$ cat config.mk
export PLATFORM = sky130hd
export DESIGN_NAME = ldst_aligner
export DESIGN_NICKNAME = d
export VERILOG_FILES = /design/src/rtl/lsa_pkg.sv /design/src/rtl/lsa_decode.sv /design/src/rtl/lsa_seq.sv /design/src/rtl/lsa_lane.sv /design/src/rtl/ldst_aligner.sv
export SDC_FILE = /design/constraint.sdc
export NUM_CORES = 1
export LEC_CHECK = 0
export CORE_UTILIZATION = 35
export DETAILED_ROUTE_END_ITERATION = 10
export GPL_TIMING_DRIVEN = 0
export HOLD_SLACK_MARGIN = 0.02
export PLACE_DENSITY = 0.71
export SLEW_MARGIN = 20
export SYNTH_ARGS = -nofsm -noshare
export SYNTH_HDL_FRONTEND = slang
export SYNTH_SLANG_ARGS = --single-unit
$ cat constraint.sdc
create_clock -name clk -period 2.6 [get_ports clk]
set_clock_uncertainty 0.2 [all_clocks]
set_input_delay 0.39 -clock clk [delete_from_list [all_inputs] [get_ports clk]]
set_output_delay 0.39 -clock clk [all_outputs]
set_load 0.03 [all_outputs]
$ cat src/rtl/lsa_pkg.sv
package lsa_pkg;
  localparam int WORD_W = 32;
  localparam int LANES  = WORD_W / 8;

  localparam logic [3:0] K_BYTE   = 4'd0;
  localparam logic [3:0] K_BYTE_S = 4'd1;
  localparam logic [3:0] K_HALF   = 4'd2;
  localparam logic [3:0] K_HALF_S = 4'd3;
  localparam logic [3:0] K_WORD   = 4'd4;
  localparam logic [3:0] K_WORD_S = 4'd5;
  localparam logic [3:0] K_PAIR   = 4'd6;
  localparam logic [3:0] K_PAIR_S = 4'd7;
  localparam logic [3:0] K_MULTI  = 4'd8;

  // how returned data is shaped
  typedef enum logic [1:0] {
    LX_BYTE = 2'd0,
    LX_HALF = 2'd1,
    LX_ROT  = 2'd2,
    LX_RAW  = 2'd3
  } ldx_e;

  // store data width class
  typedef enum logic [1:0] {
    SZ_BYTE = 2'd0,
    SZ_HALF = 2'd1,
    SZ_WORD = 2'd2
  } size_e;
endpackage

$ cat src/rtl/lsa_decode.sv
module lsa_decode
  import lsa_pkg::*;
#(
  parameter int AW = 32,
  parameter int CW = 5
) (
  input  logic [3:0]        kind,
  input  logic [AW-1:0]     addr,
  input  logic [WORD_W-1:0] wdata,
  input  logic [CW-1:0]     count,
  output logic [AW-1:0]     base,
  output logic [LANES-1:0]  be,
  output logic [CW-1:0]     beats,
  output logic              unp,
  output logic [WORD_W-1:0] wlane,
  output ldx_e              ldx,
  output logic [1:0]        ofs
);
  size_e size;

  always_comb begin
    base  = {addr[AW-1:2], 2'b00};
    be    = {LANES{1'b1}};
    beats = CW'(1);
    unp   = 1'b0;
    ldx   = LX_RAW;
    ofs   = addr[1:0];
    size  = SZ_WORD;
    case (kind)
      K_HALF, K_HALF_S: begin
        size = SZ_HALF;
        be   = addr[1] ? 4'b1100 : 4'b0011;
        unp  = addr[0];
        ldx  = LX_HALF;
      end
      K_WORD: ldx = LX_ROT;
      K_WORD_S: unp = |addr[1:0];
      K_PAIR, K_PAIR_S: begin
        base  = {addr[AW-1:3], 3'b000};
        beats = CW'(2);
        unp   = |addr[2:0];
      end
      K_MULTI: beats = (count == '0) ? CW'(1) : count;
      default: begin
        size = SZ_BYTE;
        be   = 4'b0001 << addr[1:0];
        ldx  = LX_BYTE;
      end
    endcase
  end

  // place store data into every byte lane it may occupy
  for (genvar g = 0; g < LANES; g++) begin : g_lane
    assign wlane[8*g +: 8] = (size == SZ_BYTE) ? wdata[7:0] :
                             (size == SZ_HALF) ? wdata[8*(g%2) +: 8] :
                                                 wdata[8*g +: 8];
  end
endmodule

$ cat src/rtl/lsa_seq.sv
module lsa_seq
  import lsa_pkg::*;
#(
  parameter int AW = 32,
  parameter int CW = 5
) (
  input  logic              clk,
  input  logic              rst,
  input  logic              req_valid,
  input  logic              req_write,
  input  logic [WORD_W-1:0] req_wdata,
  input  logic [AW-1:0]     d_base,
  input  logic [LANES-1:0]  d_be,
  input  logic [CW-1:0]     d_beats,
  input  logic              d_unp,
  input  logic [WORD_W-1:0] d_wlane,
  input  ldx_e              d_ldx,
  input  logic [1:0]        d_ofs,
  input  logic              mem_ready,
  output logic              req_ready,
  output logic              mem_valid,
  output logic [AW-1:0]     mem_addr,
  output logic              mem_we,
  output logic [LANES-1:0]  mem_be,
  output logic [WORD_W-1:0] mem_wdata,
  output logic              unpred,
  output logic              done,
  output ldx_e              ldx_q,
  output logic [1:0]        ofs_q
);
  localparam logic [AW-1:0] STEP = AW'(LANES);

  logic [CW-1:0] left;
  logic          last_beat;

  assign req_ready = !mem_valid;
  assign last_beat = (left == CW'(1));

  always_ff @(posedge clk) begin
    if (rst) begin
      mem_valid <= 1'b0;
      mem_addr  <= '0;
      mem_we    <= 1'b0;
      mem_be    <= '0;
      mem_wdata <= '0;
      unpred    <= 1'b0;
      done      <= 1'b0;
      left      <= '0;
      ldx_q     <= LX_RAW;
      ofs_q     <= 2'b00;
    end else begin
      done <= 1'b0;
      if (!mem_valid) begin
        if (req_valid) begin
          mem_valid <= 1'b1;
          mem_addr  <= d_base;
          mem_we    <= req_write;
          mem_be    <= d_be;
          mem_wdata <= d_wlane;
          unpred    <= d_unp;
          left      <= d_beats;
          ldx_q     <= d_ldx;
          ofs_q     <= d_ofs;
        end
      end else if (mem_ready) begin
        if (last_beat) begin
          mem_valid <= 1'b0;
          unpred    <= 1'b0;
          done      <= 1'b1;
        end else begin
          mem_addr  <= mem_addr + STEP;
          mem_wdata <= req_wdata;
          left      <= left - CW'(1);
        end
      end
    end
  end
endmodule

$ cat src/rtl/lsa_lane.sv
module lsa_lane
  import lsa_pkg::*;
(
  input  logic              clk,
  input  logic              rst,
  input  logic              beat_rd,
  input  ldx_e              ldx,
  input  logic [1:0]        ofs,
  input  logic [WORD_W-1:0] rdata,
  output logic              ld_valid,
  output logic [WORD_W-1:0] ld_data
);
  logic [2*WORD_W-1:0] dbl;
  logic [WORD_W-1:0]   shaped;

  assign dbl = {rdata, rdata};

  always_comb begin
    case (ldx)
      LX_BYTE: shaped = {{(WORD_W-8){1'b0}}, rdata[{ofs, 3'b000} +: 8]};
      LX_HALF: shaped = {{(WORD_W-16){1'b0}}, (ofs[1] ? rdata[31:16] : rdata[15:0])};
      LX_ROT:  shaped = dbl[{ofs, 3'b000} +: WORD_W];
      default: shaped = rdata;
    endcase
  end

  always_ff @(posedge clk) begin
    if (rst) begin
      ld_valid <= 1'b0;
      ld_data  <= '0;
    end else begin
      ld_valid <= beat_rd;
      if (beat_rd) ld_data <= shaped;
    end
  end
endmodule

$ cat src/rtl/ldst_aligner.sv
module ldst_aligner
  import lsa_pkg::*;
#(
  parameter int AW = 32,
  parameter int CW = 5
) (
  input  logic              clk,
  input  logic              rst,
  input  logic              req_valid,
  input  logic [3:0]        req_kind,
  input  logic              req_write,
  input  logic [AW-1:0]     req_addr,
  input  logic [31:0]       req_wdata,
  input  logic [CW-1:0]     req_count,
  output logic              req_ready,
  output logic              mem_valid,
  output logic [AW-1:0]     mem_addr,
  output logic              mem_we,
  output logic [3:0]        mem_be,
  output logic [31:0]       mem_wdata,
  input  logic              mem_ready,
  input  logic [31:0]       mem_rdata,
  output logic              ld_valid,
  output logic [31:0]       ld_data,
  output logic              unpred,
  output logic              done
);
  logic [AW-1:0]     d_base;
  logic [LANES-1:0]  d_be;
  logic [CW-1:0]     d_beats;
  logic              d_unp;
  logic [WORD_W-1:0] d_wlane;
  ldx_e              d_ldx;
  logic [1:0]        d_ofs;
  ldx_e              ldx_q;
  logic [1:0]        ofs_q;

  lsa_decode #(.AW(AW), .CW(CW)) u_dec (
    .kind(req_kind), .addr(req_addr), .wdata(req_wdata), .count(req_count),
    .base(d_base), .be(d_be), .beats(d_beats), .unp(d_unp),
    .wlane(d_wlane), .ldx(d_ldx), .ofs(d_ofs)
  );

  lsa_seq #(.AW(AW), .CW(CW)) u_seq (
    .clk(clk), .rst(rst), .req_valid(req_valid), .req_write(req_write),
    .req_wdata(req_wdata), .d_base(d_base), .d_be(d_be), .d_beats(d_beats),
    .d_unp(d_unp), .d_wlane(d_wlane), .d_ldx(d_ldx), .d_ofs(d_ofs),
    .mem_ready(mem_ready), .req_ready(req_ready), .mem_valid(mem_valid),
    .mem_addr(mem_addr), .mem_we(mem_we), .mem_be(mem_be),
    .mem_wdata(mem_wdata), .unpred(unpred), .done(done),
    .ldx_q(ldx_q), .ofs_q(ofs_q)
  );

  lsa_lane u_lane (
    .clk(clk), .rst(rst), .beat_rd(mem_valid && mem_ready && !mem_we),
    .ldx(ldx_q), .ofs(ofs_q), .rdata(mem_rdata),
    .ld_valid(ld_valid), .ld_data(ld_data)
  );
endmodule

# After elaboration in Yosys (flattened, before gate mapping)

Cells that the tools add are included.
W data, S select, Z words.

Bits in registers: 114
Input bits: 110
Output and inout bits: 106
Logic and storage cells: 87

Add/sub/neg operators: 2
Eq/ne operators: 14
Shift operators: 3
Muxes and demuxes: 36
Bitwise operators: 2
Reductions and logical operators: 18

Operators by type and width:

| cell                    | count |
|---|---|
| $mux W32                | 8 |
| $pmux W32 S3            | 1 |
| $shiftx A64 B6 Y32      | 1 |
| $mux W8                 | 5 |
| $add A32 B3 Y32 const B | 1 |
| $shiftx A32 B6 Y8       | 1 |
| $mux W5                 | 5 |
| $eq A4 B3 Y1 const B    | 4 |
| $mux W16                | 1 |
| $pmux W5 S2             | 1 |
| $mux W1                 | 9 |
| $eq A4 B2 Y1 const B    | 2 |
| $pmux W4 S2             | 1 |
| $ne A2 B2 Y1 const B    | 3 |
| $pmux W2 S3             | 1 |
| $reduce_and A3 Y1       | 2 |
| $reduce_or A2 Y1        | 3 |
| $reduce_or A3 Y1        | 2 |
| $eq A5 B1 Y1 const B    | 1 |
| $logic_not A5 Y1        | 1 |
| $reduce_or A5 Y1        | 1 |
| $sub A5 B1 Y5 const B   | 1 |
| $eq A2 B1 Y1 const B    | 2 |
| $eq A4 B4 Y1 const B    | 1 |
| 13 further kinds        | 17 |

# Longest topological paths before layout

Gate-level depths: netlist of the first run.

Word-level depth: 8
Gate-level depth with buffers: 8
Depth with buffers taken out: 7

# Cells and area by module

Synthesis of the first run repeated with hierarchy kept, for this count alone.

Cells, all modules: 864
Area total of the unflattened synthesis: 7701.1 µm²

Modules (own cells, without submodules):

| module       | times used | cells each | area each (µm²) | sequential area each (µm²) |
|---|---|---|---|---|
| lsa_seq      | 1          | 514        | 4177.8          | 1621.6 |
| lsa_lane     | 1          | 237        | 2642.5          | 660.6 |
| lsa_decode   | 1          | 112        | 872.1           | 0.0 |
| ldst_aligner | 1          | 1          | 8.8             | 0.0 |

# Least setup slack after synthesis of the first run

No wires, ideal clock.

Path type: register to register
Start point: register u_seq.mem_addr[2]
End point: register u_seq.mem_addr[26]
Setup time: 0.091 ns
Arrival: 1.999 ns
Data required time: 2.309 ns
Slack: 0.310 ns
Cell stages (with the launch flop): 8
Path buffers: 1
Clock period less this slack: 2.290 ns
Cells stage by stage: dfxtp_1 > ha_1 > nand4_1 > or2_1 > clkbuf_1 > nor4_2 > a211oi_1 > a311oi_1

Longest elaborated chain between the ends: 4

RTL lines:

| element                | line          | source |
|---|---|---|
| from (decl)            | lsa_seq.sv:22 | `output logic [AW-1:0] mem_addr,` |
| from (signal assigned) | lsa_seq.sv:56 | `mem_addr <= d_base;` |
| from (signal assigned) | lsa_seq.sv:71 | `mem_addr <= mem_addr + STEP;` |
| $add A32 B3 Y32        | lsa_seq.sv:71 |  |
| $mux W32               | lsa_seq.sv:66 | `if (last_beat) begin` |
| $mux W32               | lsa_seq.sv:65 | `end else if (mem_ready) begin` |
| $mux W32               | lsa_seq.sv:53 | `if (!mem_valid) begin` |

Every way passes these cells. The select of a mux whose other input is x is not followed.
A chain may end at the register's enable or synchronous reset.

# Final worst setup path of the first run

Start point: register u_seq.mem_valid
End point: output port req_ready

Longest elaborated chain between the ends: 1

RTL lines:

| element                | line               | source |
|---|---|---|
| from (decl)            | lsa_seq.sv:21      | `output logic mem_valid,` |
| from (signal assigned) | lsa_seq.sv:41      | `mem_valid <= 1'b0;` |
| from (signal assigned) | lsa_seq.sv:55      | `mem_valid <= 1'b1;` |
| from (signal assigned) | lsa_seq.sv:67      | `mem_valid <= 1'b0;` |
| $logic_not A1 Y1       | n/a                |  |
| to (decl)              | ldst_aligner.sv:15 | `output logic req_ready,` |

Every way passes these cells.

==> reports/metrics.csv, run 1 <==
stage,metric,value,unit
outcome,outcome,finished with violations,
outcome,failing checks,design-rule violations,
logic_synthesis,Syn Area/Cell,7.79,sq um
critical_path,CP Max Fanout,10,
clock_tree,H-tree depth,3,
sta,Setup Viol. Count Final,0,
clock_tree,Sink Count,112,
logic_synthesis,Synth cell types,66,
logic_synthesis,cells taking the most area after synthesis,"dfxtp_1 (34%), mux2i_1 (6.9%), a21oi_1 (6.7%)",
layout,Final Net Count,1175,
floorplan,Starting Density,36.0,%
logic_synthesis,ys async rst share,0,%
sta,"Slew Viols, Final",0,
detailed_routing,DR pass1 iterations,9,
grt,GR Util All Layers,26.7,%
pwr,Clk network pwr share,28.4,%
critical_path,kind of end point of the critical path,primary output,
detailed_routing,# DRC,20,
clock_tree,deepest clock path buffer count,2,
pwr,Logic pwr share,31.2,%
sta,final worst setup slack,0.123,ns
logic_synthesis,YS warnings,0,
layout,"Design Area, Final",9230,sq um
detailed_routing,Final ANT Viol Nets,0,
floorplan,Core ar.,18100,sq um
pwr,Pleak,3.31,nW
logic_synthesis,leading cell type by number of instances after synthesis,nand2_1,
logic_synthesis,flop and latch count out of synthesis,112,
placed_design,Port Buffers,212,
placed_design,pre-CTS setup slack,-0.343,ns
grt,vias in the first global route,7172,
critical_path,CP required,2.01,ns
detailed_routing,1st-iter DRT viols,754,
detailed_routing,final wirelength,25.9,mm
placed_design,Final HPWL DP,19.1,mm
floorplan,Die W,139,um
job,MaxCap Viol Count,0,
detailed_routing,vias per cell,5.82,
clock_tree,postcts setup bufs,0,
placed_design,Area after DPL,8940,sq um
grt,first-pass GRT wire length,40.2,mm
clock_tree,CTS tree,yes,
layout,Syn-to-layout area delta,41.4,%
pwr,switch share,35.0,%
placed_design,Placer Congestion,0.952,
floorplan,DIE AREA,19200,sq um
pwr,internal power,3.16,mW
sta,post-route minimum period,2.48,ns
clock_tree,Num CTS Buffers,9,
sta,Worst-Margin Slew,0.855,ns
critical_path,"Cell Chain, Critical Path","buf_2, clkinv_2, buf_2, dlygate4sd2_1",
critical_path,Worst setup SP type,register,
hold_path,hold crit path type,register to register,
sta,unrepaired setup endpoints after global routing,no,
detailed_routing,Routed WL per cell,20.0,um
grt,initial antenna violation count,1,
sta,FMAX,0.404,GHz
logic_synthesis,sequential cell area fraction in the yosys report,34.3,%
detailed_routing,vias post-DR,7540,
floorplan,# IOs,216,
layout,share of cells above drive strength 1,5.35,%
clock_tree,Clock transition at path regs,0.08,ns
critical_path,slowest cell on the critical path,dlygate4sd2_1,
critical_path,"slowest stage delay, CP",0.38,ns
grt,grt ovf,0,
logic_synthesis,Post-synth EDFFs,0,
grt,largest net degree at the start of global routing,19,
sta,Rel. slew slack,42.8,%
logic_synthesis,Synth Cell Area,6530,sq um
logic_synthesis,cells after synthesis,838,
critical_path,Setup CP Type,register to primary output,
clock_tree,root buffer cell,clkbuf_16,
critical_path,"Top cell by count, worst path",buf_2,
logic_synthesis,synth cell count leaders,"nand2_1 (116), dfxtp_1 (112), a21oi_1 (88)",
pwr,PD cells,528,nW/um^2
clock_tree,"Clk Latency, worst-skew pair",0.37,ns
critical_path,Critical Path AT,1.89,ns
logic_synthesis,top_reg_cell synth,dfxtp_1,
pwr,Net Switching,1.71,mW
logic_synthesis,cell taking the most area after synthesis,dfxtp_1,
pwr,sequential share of power,40.4,%
sta,final worst path period share,95.3,%
layout,ant diodes,0,
logic_synthesis,Yosys top cell area share,34.3,%
floorplan,die height,139,um
pwr,Max VDD drop,0.368,mV
sta,Fin. Hold Viols,0,
floorplan,num rows,49,
[cell type report]
type | instances | area, sq um
multi-input cells | 644 | 3950
flip-flops and latches | 112 | 2240
plain buffers | 74 | 324
inverters | 9 | 35.0
repair buffers | 212 | 2120
fillers | 1813 | 8910
clock inverters | 5 | 38.8
well taps | 229 | 287
clock buffers | 10 | 239
[timing repair]
item | 4_1_cts | 5_1_grt
hold buffers | 0 | 0
pin swaps | 0 | 1
gates resized for setup | 3 | 3
setup endpoints to repair | 1 | 35
[logic make-up (layout without fill, tap and decap cells)]
group,after synthesis,count (layout),synth area share [%]
compound gates,284,284,28.3
fa+ha+maj,3,3,0.575
buf+inv,83,310,5.44
flops,112,112,34.3
mux,52,52,8.80
other cells,1,2,0.0574
simple gates,303,303,22.5
[worst paths after layout]
check        slack [ns]  depth (start not counted)                from                  to
max                0.12                          4     u_seq.mem_valid           req_ready
min                0.26                          2  u_lane.ld_data[20]  u_lane.ld_data[20]
max reg2reg        0.16                          7      u_seq.ldx_q[0]  u_lane.ld_data[26]
min reg2reg        0.26                          2  u_lane.ld_data[20]  u_lane.ld_data[20]
[registers in the layout (all words and copies together) (netlist names)]
signal	cells
u_lane.ld_data	32
u_seq.mem_wdata	32
u_seq.mem_addr	30
u_seq.left	5
u_seq.mem_be	4
u_seq.ldx_q	2
u_seq.ofs_q	2
u_lane.ld_valid	1
u_seq.done	1
u_seq.mem_valid	1
u_seq.mem_we	1
u_seq.unpred	1
[placed cells by master (no fill, tap or decap), drive strengths merged, types with 25 or more instances in the layout]
| cell | count |
|---|---|
| a211oi | 34 |
| a21oi | 88 |
| buf | 25 |
| clkbuf | 59 |
| clkdlybuf4s50 | 211 |
| dfxtp | 112 |
| mux2i | 45 |
| nand2 | 117 |
| nand3 | 25 |
| nor2 | 72 |
| o21ai | 59 |
[worst max-delay path, delay by kind of cell, from the launching register on]
| kind | cells | cell delay, ns |
|---|---|---|
| buffers and inverters | 4 | 1.15 |
| DFF | 1 | 0.36 |
[metal layers]
metal  GRT usage [%]  vias to the layer above  wire [um]
li1                -                     3549          -
met3            6.32                       53       2570
met1            36.3                     3528      11100
met5               0                        -          0
met2            41.0                      410      11600
met4            9.64                        0        681
[power by group through the flow]
stage	Combinational, mW	Clock [mW]	Sequential, mW
2_1_floorplan	0.607	0	2.21
3_3_place_gp	1.49	0	2.00
3_5_place_dp	1.49	0	2.00
4_1_cts	1.50	1.40	1.96
5_1_grt	1.61	1.47	1.99
6_report	1.52	1.39	1.97
[stage by stage]
stage	power (mW)	TNS [ns]	hold slack, ns	util (%)	instances
floorplan	2.82	0	0.245	-	839
global placement	3.48	-12.81	0.238	49.3	1280
detailed placement	3.49	-13.39	0.246	49.3	1280
CTS	4.86	0	0.256	50.8	1295
global route	5.07	0	0.280	50.9	1295
finish	4.87	0	0.258	50.9	1295
(Power assumes the default switching activity.)
==> run 2, diff against run 1 <==
--- a/config.mk
+++ b/config.mk
@@ -5,11 +5,11 @@
 export SDC_FILE = /design/constraint.sdc
 export NUM_CORES = 1
 export LEC_CHECK = 0
-export CORE_UTILIZATION = 35
+export CORE_UTILIZATION = 47
 export DETAILED_ROUTE_END_ITERATION = 10
 export GPL_TIMING_DRIVEN = 0
 export HOLD_SLACK_MARGIN = 0.02
-export PLACE_DENSITY = 0.71
+export PLACE_DENSITY = 0.89
 export SLEW_MARGIN = 20
 export SYNTH_ARGS = -nofsm -noshare
 export SYNTH_HDL_FRONTEND = slang
==> run 2 against run 1 <==
The flow now finishes without violations. Sequential share of layout area rose by 0.066 points. Utilization is 18 points higher. Cell count shrank 4.0%. Clock power rose by 10%. Routed wire length is 5.7% lower. Register-to-register slack got worse by 0.06 ns. Critical path depth grew 2. Total power increased by 2.9%.
==> reports/metrics.csv, run 2 (synthesis gave the netlist of run 1 again) <==
stage,metric,value,unit
clock_tree,Sink Count,112,
critical_path,CP required,2.68,ns
pwr,Tot Pwr,5.01,mW
hold_path,hold crit path type,register to register,
clock_tree,CTS tree,yes,
floorplan,Die W,120,um
placed_design,Placer Congestion,0.983,
clock_tree,H-tree depth,3,
floorplan,die height,120,um
critical_path,Reg-to-Reg End,u_lane.ld_data[3],
sta,Fin. Hold Viols,0,
clock_tree,root buffer cell,clkbuf_16,
hold_path,min-delay src,u_lane.ld_data[28],
grt,initial antenna violation count,0,
placed_design,Port Buffers,212,
detailed_routing,Routed WL per cell,19.7,um
detailed_routing,vias per cell,6.34,
outcome,outcome,completed,
placed_design,Final HPWL DP,17.8,mm
placed_design,Area after DPL,8870,sq um
critical_path,Critical Path AT,2.58,ns
layout,Syn-to-layout area delta,41.1,%
floorplan,Starting Density,48.7,%
detailed_routing,vias post-DR,7876,
grt,vias in the first global route,7232,
clock_tree,postcts setup bufs,0,
critical_path,CP Max Fanout,10,
pwr,Pleak,3.33,nW
detailed_routing,1st-iter DRT viols,1115,
placed_design,pre-CTS setup slack,-0.303,ns
critical_path,Setup CP Type,register to register,
sta,unrepaired setup endpoints after global routing,no,
sta,FMAX,0.401,GHz
pwr,Max VDD drop,0.386,mV
detailed_routing,# DRC,0,
clock_tree,"Clk Latency, worst-skew pair",0.37,ns
layout,ant diodes,0,
placed_design,dpl cells,1227,
floorplan,num rows,42,
hold_path,WHS Path Cells,2,
critical_path,R2R setup slack,0.10,ns
critical_path,cells on worst reg2reg path,6,
detailed_routing,DR pass1 iterations,6,
floorplan,Core ar.,13400,sq um
clock_tree,Clock transition at path regs,0.08,ns
job,MaxCap Viol Count,0,
critical_path,Worst setup SP type,register,
sta,"Slew Viols, Final",0,
critical_path,kind of end point of the critical path,register,
grt,GR Util All Layers,33.4,%
detailed_routing,Final ANT Viol Nets,0,
layout,Final Net Count,1175,
layout,"commonest non-fill, non-tap cell in the layout",clkdlybuf4s50_1,
grt,first-pass GRT wire length,37.7,mm
pwr,PD cells,544,nW/um^2
layout,share of cells above drive strength 1,5.34,%
layout,Post-Layout Cell Count,1243,
detailed_routing,final wirelength,24.5,mm
critical_path,CP Launch Point,u_seq.mem_valid,
clock_tree,Num CTS Buffers,9,
sta,Setup Viol. Count Final,0,
floorplan,# IOs,216,
sta,Rel. slew slack,42.9,%
layout,Top Registers,"u_lane.ld_data x32, u_seq.mem_wdata x32, u_seq.mem_addr x30",
sta,final worst path period share,96.0,%
clock_tree,number of buffers inserted by hold repair at cts,0,
sta,final worst setup slack,0.105,ns
floorplan,DIE AREA,14400,sq um
grt,grt ovf,0,
critical_path,worst r2r src,u_seq.mem_valid,
layout,"Design Area, Final",9210,sq um
clock_tree,deepest clock path buffer count,2,
hold_path,worst hold endpoint,u_lane.ld_data[28],
sta,post-route minimum period,2.50,ns
layout,most frequent cells in the layout,"clkdlybuf4s50_1 (211), nand2_1 (116), dfxtp_1 (112)",
sta,Hold WS,0.256,ns
sta,Worst-Margin Slew,0.855,ns
grt,largest net degree at the start of global routing,22,
## run 2: critical path: stages, from the launching register on
cell and delay (ns):
dfxtp_1 0.36, buf_2 0.27, nand2_1 0.16, nor2_1 0.42
clkbuf_1 0.47, o311ai_0 0.33, a21oi_1 0.20
## run 2: how the worst max path moves through the flow
stage	endpoint	depth (start not counted)
2_1_floorplan	u_seq.mem_addr[26]	7
3_3_place_gp	u_seq.mem_addr[9]	7
3_5_place_dp	u_seq.mem_addr[9]	7
4_1_cts	u_seq.mem_addr[26]	7
5_1_grt	u_seq.mem_wdata[29]	7
6_report	u_lane.ld_data[3]	6
## run 2: per-layer routing
metal  up-vias  part of all wire [%]  GRT usage (%)  routed length, um
li1       3539                     -              -                  -
met1      3636                    40           44.1               9750
met2       601                    44           51.3              10800
met3       100                    12           7.94               2990
met4         0                   3.8           15.2                919
met5         -                     0              0                  0
## run 2: timing repair
item                       CTS  global route
resized for setup            4             1
setup endpoints to repair    3             2
cloned                       0             0
## run 2: through the flow
| stage | util, % | TNS [ns] |
|---|---|---|
| finish | 68.7 | 0 |
| floorplan | - | 0 |
| CTS | 68.6 | 0 |
| global placement | 66.2 | -9.15 |
| detailed placement | 66.2 | -11.44 |
| global route | 68.7 | 0 |
## run 2: power by group
group          total (mW)  leakage, nW  internal (mW)  switching [mW]
logic                1.52         2.25          0.636           0.881
clock network        1.53        0.158          0.782           0.746
registers            1.97        0.921           1.85           0.121
## run 2: layout make-up
cell class / count / area [sq um]
Multi-Input combinational cell: 644 / 3950
Inverter: 9 / 35.0
Timing Repair Buffer: 212 / 2120
Buffer: 74 / 323
Clock buffer: 9 / 225
Clock inverter: 7 / 95.1
Tap cell: 176 / 220
Sequential cell: 112 / 2240
Fill cell: 1094 / 4190
==> run 3, diff against run 2 <==
--- a/config.mk
+++ b/config.mk
@@ -5,11 +5,13 @@
 export SDC_FILE = /design/constraint.sdc
 export NUM_CORES = 1
 export LEC_CHECK = 0
-export CORE_UTILIZATION = 47
+export CORE_UTILIZATION = 64
 export DETAILED_ROUTE_END_ITERATION = 10
+export DONT_BUFFER_PORTS = 1
+export GPL_ROUTABILITY_DRIVEN = 1
 export GPL_TIMING_DRIVEN = 0
 export HOLD_SLACK_MARGIN = 0.02
-export PLACE_DENSITY = 0.89
+export PLACE_DENSITY = 0.87
 export SLEW_MARGIN = 20
 export SYNTH_ARGS = -nofsm -noshare
 export SYNTH_HDL_FRONTEND = slang
==> run 3 against run 2 <==
Non-clock buffer count decreased by 192. Clock power decreased by 29%. Via count decreased by 8.7%. Critical path type unchanged.
==> reports/metrics.csv, run 3 (synthesis gave the netlist of run 1 again) <==
stage,metric,value,unit
outcome,outcome,completed,
clock_tree,Clock transition at path regs,0.11,ns
detailed_routing,vias per cell,7.13,
grt,vias in the first global route,6691,
pwr,Pleak,2.59,nW
sta,FMAX,0.395,GHz
sta,Fin. Hold Viols,0,
pwr,Clk network pwr share,25.9,%
floorplan,Core ar.,9820,sq um
pwr,internal power,2.63,mW
critical_path,"Cell Chain, Critical Path","buf_2, buf_1, nand2_1, clkbuf_1, o22a_1, o211ai_1, a21oi_1",
critical_path,kind of end point of the critical path,register,
critical_path,CP Max Fanout,10,
detailed_routing,final wirelength,23.5,mm
clock_tree,CTS tree,yes,
sta,final worst path period share,97.4,%
grt,largest net degree at the start of global routing,19,
pwr,switch share,36.8,%
layout,Top Registers,"u_lane.ld_data x32, u_seq.mem_wdata x32, u_seq.mem_addr x30",
detailed_routing,# DRC,0,
pwr,Net Switching,1.53,mW
sta,post-route minimum period,2.53,ns
floorplan,Die W,103,um
placed_design,Area after DPL,6700,sq um
critical_path,CP required,2.65,ns
critical_path,Setup CP Type,register to register,
sta,unrepaired setup endpoints after global routing,no,
placed_design,Port Buffers,0,
clock_tree,root buffer cell,clkbuf_8,
grt,initial antenna violation count,0,
clock_tree,Num CTS Buffers,9,
critical_path,Worst setup SP type,register,
placed_design,Final HPWL DP,17.0,mm
pwr,Max VDD drop,0.376,mV
sta,Rel. slew slack,44.7,%
floorplan,num rows,36,
detailed_routing,Final ANT Viol Nets,0,
critical_path,"slowest stage delay, CP",0.50,ns
placed_design,pre-CTS setup slack,-0.273,ns
clock_tree,Sink Count,112,
sta,final worst setup slack,0.0671,ns
clock_tree,deepest clock path buffer count,2,
layout,Syn-to-layout area delta,9.18,%
clock_tree,"Clk Latency, worst-skew pair",0.38,ns
hold_path,min-delay src,mem_rdata[28],
placed_design,Placer Congestion,0.989,
critical_path,CP Launch Point,u_seq.ofs_q[0],
critical_path,slowest cell on the critical path,buf_1,
layout,utilization after layout,72.6,%
grt,GR Util All Layers,43.4,%
detailed_routing,Routed WL per cell,23.3,um
pwr,PD cells,585,nW/um^2
sta,Setup Viol. Count Final,0,
layout,"Design Area, Final",7130,sq um
hold_path,hold crit path type,primary input to register,
layout,share of cells above drive strength 1,7.66,%
floorplan,# IOs,216,
layout,"commonest non-fill, non-tap cell in the layout",nand2_1,
job,MaxCap Viol Count,0,
layout,Final Net Count,983,
clock_tree,H-tree depth,3,
detailed_routing,DR pass1 iterations,6,
critical_path,worst r2r src,u_seq.ofs_q[0],
critical_path,Critical Path AT,2.59,ns
floorplan,die height,103,um
grt,grt ovf,0,
sta,Worst-Margin Slew,0.828,ns
sta,"Slew Viols, Final",0,
floorplan,DIE AREA,10600,sq um
pwr,sequential share of power,53.4,%
layout,most frequent cells in the layout,"nand2_1 (116), dfxtp_1 (107), a21oi_1 (88)",
detailed_routing,vias post-DR,7191,
grt,first-pass GRT wire length,35.2,mm
floorplan,Starting Density,66.5,%
layout,ant diodes,0,
detailed_routing,1st-iter DRT viols,891,
pwr,Logic pwr share,20.7,%
run 3: cell count changes in the layout (fill, tap and decap cells not counted), sizes merged, moves of 2 or more:
cell	previous run	this run
clkbuf	57	59
buf	26	24
inv	13	11
dlygate4sd3	0	20
clkdlybuf4s50	211	0
run 3: area by class of cell:
cell class	instances	area, sq um
inverters	9	35.0
repair buffers	20	200
well taps	133	166
fillers	827	2690
plain buffers	74	337
multi-input cells	644	3950
clock buffers	10	128
clock inverters	6	66.3
flip-flops and latches	112	2250
run 3: metal layers:
layer / vias to the layer above / routed length [um] / GRT usage (%)
met5: - / 0 / 0
li1: 3163 / - / -
met1: 3357 / 8910 / 55.3
met2: 591 / 10500 / 68.4
met4: 0 / 771 / 18.4
met3: 80 / 3290 / 12.8
run 3: through the flow:
| stage | total power, mW | setup TNS (ns) | hold WS (ns) | std cells |
|---|---|---|---|---|
| 2_1_floorplan | 2.82 | 0 | 0.245 | 839 |
| 3_3_place_gp | 3.02 | -1.36 | 0.257 | 972 |
| 3_5_place_dp | 3.05 | -4.15 | 0.279 | 972 |
| 4_1_cts | 4.11 | 0 | 0.0207 | 1008 |
| 5_1_grt | 4.30 | 0 | 0.0294 | 1008 |
| 6_report | 4.17 | 0 | 0.0245 | 1008 |
run 3: critical path, delay by kind of cell (launching register included):
family          cells  cell delay, ns
flops               1            0.32
buf+inv             3            1.05
simple gates        1            0.15
compound gates      3            0.68
run 3: worst paths after layout:
path / cells past startpoint / slack (ns) / to
max reg2reg: 7 / 0.07 / u_lane.ld_data[30]
max: 7 / 0.07 / u_lane.ld_data[30]
min: 2 / 0.02 / u_lane.ld_data[28]
min reg2reg: 2 / 0.31 / u_seq.left[1]
run 3: timing repair:
item / in CTS / in global routing
resized for setup: 10 / 7
hold endpoints to repair: 20 / 0
endpoints found under the setup margin: 59 / 38
buffers inserted: 0 / 0
hold buffers: 20 / 0
run 3: power by group through the flow:
stage	Sequential (mW)	Clock, mW	Combinational (mW)
finish	2.22	1.08	0.863
global route	2.24	1.13	0.926
CTS	2.22	1.07	0.831
detailed placement	2.25	0	0.799
global placement	2.25	0	0.768
floorplan	2.21	0	0.607
